## src/rtl/crc15_pkg.sv

```systemverilog
package crc15_pkg;
  localparam int unsigned CRC_W    = 15;
  localparam logic [14:0] CAN_POLY = 15'h4599;

  typedef enum logic {
    MODE_TX = 1'b0,
    MODE_RX = 1'b1
  } crc_mode_e;
endpackage

```

## src/rtl/crc15_lfsr.sv

```systemverilog
module crc15_lfsr #(
  parameter int unsigned W = 15,
  parameter logic [W-1:0] POLY = 15'h4599
) (
  input  logic         clk,
  input  logic         rst,
  input  logic         clr,
  input  logic         step,
  input  logic         din,
  output logic [W-1:0] crc_q
);
  logic         fb;
  logic [W-1:0] crc_next;

  always_comb begin
    fb       = din ^ crc_q[W-1];
    crc_next = {crc_q[W-2:0], 1'b0} ^ (fb ? POLY : '0);
  end

  always_ff @(posedge clk) begin
    if (rst || clr)  crc_q <= '0;
    else if (step)   crc_q <= crc_next;
  end
endmodule

```

## src/rtl/crc15_serializer.sv

```systemverilog
module crc15_serializer #(
  parameter int unsigned W = 15
) (
  input  logic         clk,
  input  logic         rst,
  input  logic         clr,
  input  logic         load,
  input  logic [W-1:0] load_val,
  input  logic         out_ready,
  output logic         busy,
  output logic         out_bit,
  output logic         out_last
);
  localparam int unsigned CW = $clog2(W + 1);
  localparam logic [CW-1:0] LAST_IDX = CW'(W - 1);

  logic [W-1:0]  sh_q;
  logic [CW-1:0] cnt_q;

  always_ff @(posedge clk) begin
    if (rst || clr) begin
      busy  <= 1'b0;
      sh_q  <= '0;
      cnt_q <= '0;
    end else if (!busy) begin
      if (load) begin
        busy  <= 1'b1;
        sh_q  <= load_val;
        cnt_q <= '0;
      end
    end else if (out_ready) begin
      sh_q <= {sh_q[W-2:0], 1'b0};
      if (cnt_q == LAST_IDX) busy  <= 1'b0;
      else                   cnt_q <= cnt_q + 1'b1;
    end
  end

  assign out_bit  = sh_q[W-1];
  assign out_last = busy && (cnt_q == LAST_IDX);
endmodule

```

## src/rtl/crc15_verdict.sv

```systemverilog
module crc15_verdict #(
  parameter int unsigned W = 15
) (
  input  logic         clk,
  input  logic         rst,
  input  logic         clr,
  input  logic         judge,
  input  logic [W-1:0] crc_q,
  output logic         chk_done,
  output logic         crc_error
);
  always_ff @(posedge clk) begin
    if (rst || clr) begin
      chk_done  <= 1'b0;
      crc_error <= 1'b0;
    end else begin
      chk_done <= judge;
      if (judge) crc_error <= |crc_q;
    end
  end
endmodule

```

## src/rtl/crc15_unit.sv

```systemverilog
module crc15_unit
  import crc15_pkg::*;
#(
  parameter int unsigned W = CRC_W,
  parameter logic [W-1:0] POLY = CAN_POLY
) (
  input  logic clk,
  input  logic rst,
  input  logic clr,
  input  logic mode_rx,
  input  logic in_valid,
  output logic in_ready,
  input  logic in_bit,
  input  logic tx_start,
  input  logic rx_end,
  output logic out_valid,
  input  logic out_ready,
  output logic out_bit,
  output logic out_last,
  output logic chk_done,
  output logic crc_error
);
  crc_mode_e    mode;
  logic         busy;
  logic         step;
  logic         tx_go;
  logic         judge;
  logic [W-1:0] crc_q;

  always_comb begin
    mode     = crc_mode_e'(mode_rx);
    in_ready = !busy && !tx_start && !rx_end;
    step     = in_valid && in_ready;
    tx_go    = tx_start && (mode == MODE_TX);
    judge    = rx_end && (mode == MODE_RX);
  end

  crc15_lfsr #(.W(W), .POLY(POLY)) lfsr_i (
    .clk(clk), .rst(rst), .clr(clr), .step(step), .din(in_bit), .crc_q(crc_q)
  );

  crc15_serializer #(.W(W)) ser_i (
    .clk(clk), .rst(rst), .clr(clr), .load(tx_go), .load_val(crc_q),
    .out_ready(out_ready), .busy(busy), .out_bit(out_bit), .out_last(out_last)
  );

  crc15_verdict #(.W(W)) ver_i (
    .clk(clk), .rst(rst), .clr(clr), .judge(judge), .crc_q(crc_q),
    .chk_done(chk_done), .crc_error(crc_error)
  );

  assign out_valid = busy;
endmodule

```

## config.mk

```make
export PLATFORM = sky130hd
export DESIGN_NAME = crc15_unit
export DESIGN_NICKNAME = d
export VERILOG_FILES = /design/src/rtl/crc15_pkg.sv /design/src/rtl/crc15_lfsr.sv /design/src/rtl/crc15_serializer.sv /design/src/rtl/crc15_verdict.sv /design/src/rtl/crc15_unit.sv
export SDC_FILE = /design/constraint.sdc
export NUM_CORES = 1
export LEC_CHECK = 0
export BUFFER_PORTS_ARGS = -buffer_cell sky130_fd_sc_hd__buf_2
export CAP_MARGIN = 20
export CORE_UTILIZATION = 57
export CTS_CLUSTER_SIZE = 30
export DETAILED_ROUTE_END_ITERATION = 12
export GPL_TIMING_DRIVEN = 0
export HOLD_SLACK_MARGIN = 0.05
export PLACE_DENSITY = 0.75
export SLEW_MARGIN = 0
export SYNTH_ARGS = -nofsm -noshare
export SYNTH_HDL_FRONTEND = slang
export SYNTH_SLANG_ARGS = --single-unit
```

## constraint.sdc

```tcl
create_clock -name clk -period 2.43 [get_ports clk]
set_input_delay 0.3645 -clock clk [delete_from_list [all_inputs] [get_ports clk]]
set_output_delay 0.3645 -clock clk [all_outputs]
set_load 0.05 [all_outputs]
```

==> impl_metrics.toml <==
[sta]
worst_slew_pin_slew_ns = 0.762
min_cycle_time_layout_ns = 2.22
final_critical_path_share_of_the_clock_period = 0.913
clock.fmax_ghz = 0.451
post_route_clock_skew_ns = 0.00593
timing.final.setup_violations = 0
final-hold-violation-count = 0
final_critical_path_setup_slack_ns = 0.211
grt_setup_unrepaired = "false"
maxSlewHeadroom = 0.490
setup_tns_ns = 0
finalMaxSlewViolations = 0

[power]
power_report.internal_total_uw = 792
net_switching_power_uw = 270
ir_drop_mv = 0.433
power.switching_fraction = 0.254
pwr-share-clk = 0.308
powerDensity_mw_per_mm2 = 580
pwr-share-comb = 0.103
share_seq_of_total_power = 0.589
p_leak_nw = 0.631
design_power_total_mw = 1.06

[synth]
synth.area.top_cells = "sky130_fd_sc_hd__dfxtp_1 (45%), sky130_fd_sc_hd__mux2i_1 (9.0%), sky130_fd_sc_hd__a211oi_1 (6.8%), sky130_fd_sc_hd__nor3_1 (4.8%), sky130_fd_sc_hd__nand2_1 (4.7%)"
yosysMostFrequentCell = "sky130_fd_sc_hd__dfxtp_1"
yosysTopAreaCellShare = 0.446
count_of_cell_types_in_the_netlist = 35
synth_common_cells = "sky130_fd_sc_hd__dfxtp_1 (37), sky130_fd_sc_hd__nand2_1 (21), sky130_fd_sc_hd__nor3_1 (16)"
syn-instance-count = 185
syn-cell-area_mm2 = 0.00166
netlist.top_cell.by_area = "sky130_fd_sc_hd__dfxtp_1"
syn-mean-instance-area_um2 = 8.98
async_flop_share = 0
synth_fp_nets = 196
ys.warnings.count = 0
number_of_synthesized_flops_with_an_enable_pin = 0
synth_seq_area_share = 0.446
total_of_flip_flops_plus_latches_after_synthesis = 37
ys_dominant_reg_cell = "sky130_fd_sc_hd__dfxtp_1"

[cells_and_area]
n_fill_cell = 227
post_route_cells_drive_above_1_share = 0.146
num-nets-final = 217
layout-area-overhead-vs-synth_pct = 10.2
insertedDiodeCount = 0

[drt]
route.detailed.drc = 0
detail_route.iter0.violations = 59
mean_routed_wirelength_per_cell_um = 15.3
num_vias = 1451
antenna_left = 0
post_drt_via_cell_ratio = 6.12
totalWireLength_um = 3620
detailedRoute.firstPassIterationCount = 5

[global_routing]
met1_usage = 0.329
grt-ovfl-total = 0
grt_antenna_before_repair = 0
first_global_vias = 1367
grt_start_max_net_pins = 11
grt_met3_use = 0.0744
grt_first_pass_wirelength_um = 6170
met2_routing_resource_usage_after_global_routing = 0.398
globalRouteTotalUtil = 0.254
gr-max-usage-layer = "met2"

[floorplan]
initial_core_utilization = 0.603
num_rows = 19
design.core.area_mm2 = 0.00276
die_width_um = 56.0
design.die.area_mm2 = 0.00313
design.portCount = 15
die_height_um = 56.0

[job]
maxcap_violations = 0

[clocking]
cts_tree = "done"
cts.repair.resized = 0
clock_tree.root_cell = "sky130_fd_sc_hd__clkbuf_4"
tritoncts_num_sinks = 37
clk_path_buf_depth = 2
cts_buffers = 5
clkLatencyLatePin_ns = 0.34
cts_hold_buf = 0
post_cts_buffers = 0
cts.htree.levels = 2
path_clk_slew_ns = 0.10

[worst_setup_path]
reg2reg_setup_slack_ns = 0.57
crit_fanout = 10
crit_path_end_kind = "primary output"
worst_ep_arrival_time_ns = 1.85
setup.worst_path.start_class = "flip-flop"
critical_path_class = "flip-flop to primary output"
worst-endpoint-required_ns = 2.07

[place]
gpl.final_weighted_congestion = 0.773
pre_cts_ws_ns = 0.570
place.detailed.hpwl_um = 2590
placement.io_buffers = 14

[status]
outcome = "complete, no violations"

[worst_hold_path]
hp-class = "primary input to flip-flop"
[cells by family (layout without fill, tap and decap cells)]
| logic type | after synthesis | count (layout) | share of synthesized area |
|---|---|---|---|
| xor+xnor | 7 | 7 | 0.0369 |
| fa+ha+maj | 2 | 2 | 0.0151 |
| simple gates | 65 | 65 | 0.204 |
| buf+inv | 17 | 38 | 0.0459 |
| compound gates | 42 | 42 | 0.162 |
| flops | 37 | 37 | 0.446 |
| mux | 15 | 15 | 0.0904 |
[power groups by stage]
stage          combinational, mW  sequential [mW]  clock (mW)
3_5_place_dp               0.108            0.639           0
4_1_cts                    0.109            0.625       0.333
3_3_place_gp               0.104            0.639           0
5_1_grt                    0.120            0.627       0.355
2_1_floorplan             0.0700            0.645           0
6_report                   0.109            0.626       0.327
[final timing paths]
| check | from | to | cells past startpoint |
|---|---|---|---|
| hold reg to reg | lfsr_i.crc_q[10] | lfsr_i.crc_q[11] | 2 |
| setup reg to reg | ser_i.cnt_q[0] | ser_i.cnt_q[1] | 6 |
| hold / removal | mode_rx | ver_i.crc_error | 2 |
| setup / recovery | ser_i.busy | out_last | 5 |
[metal layers]
metal | part of all wire | routed length (um)
met1 | 0.46 | 1680
met3 | 0.068 | 248
met4 | 0.015 | 55
met5 | 0 | 0
met2 | 0.45 | 1640
[sequential cells by signal, indices dropped and copies added (netlist names)]
signal	flops
ser_i.busy	1
ver_i.crc_error	1
lfsr_i.crc_q	15
ser_i.cnt_q	4
ser_i.sh_q	15
ver_i.chk_done	1
[metrics by stage]
| step | area [um2] | hold slack (ns) | utilization | instances |
|---|---|---|---|---|
| finish | 1830 | 0.277 | 0.664 | 237 |
| global route | 1830 | 0.276 | 0.664 | 237 |
| CTS | 1830 | 0.263 | 0.664 | 237 |
| detailed placement | 1780 | 0.480 | 0.644 | 230 |
| global placement | 1780 | 0.462 | 0.644 | 230 |
| floorplan | 1670 | 0.448 | - | 185 |
[area by class of cell]
type,count,area [um2],share of cell area
Sequential cell,37,741,0.405
Clock buffer,7,55.1,0.0301
Multi-Input combinational cell,131,850,0.464
Inverter,2,7.51,0.00410
Buffer,15,68.8,0.0376
Timing Repair Buffer,14,70.1,0.0383
Tap cell,31,38.8,0.0212
[placed cells by master (no fill, tap or decap), drive strengths merged, types with 2 or more instances in the layout]
master | synthesis | layout
a211oi | 15 | 15
nand3 | 7 | 7
mux2i | 15 | 15
nand2 | 21 | 21
ha | 2 | 2
nor2 | 3 | 3
buf | 5 | 19
xnor2 | 2 | 2
or4b | 2 | 2
or3 | 2 | 2
inv | 2 | 2
and3 | 2 | 2
o2111ai | 2 | 2
xor2 | 5 | 5
clkbuf | 10 | 17
nor4 | 3 | 3
o21ai | 7 | 7
and2 | 2 | 2
nor3 | 16 | 16
a21oi | 14 | 14
dfxtp | 37 | 37
[critical path: stages (launching register included)]
cell,delay [ns]
sky130_fd_sc_hd__dfxtp_1,0.36
sky130_fd_sc_hd__buf_6,0.13
sky130_fd_sc_hd__buf_2,0.27
sky130_fd_sc_hd__buf_2,0.34
sky130_fd_sc_hd__and2_1,0.17
sky130_fd_sc_hd__buf_2,0.25
No activity file was read; power rests on OpenSTA's default activity.
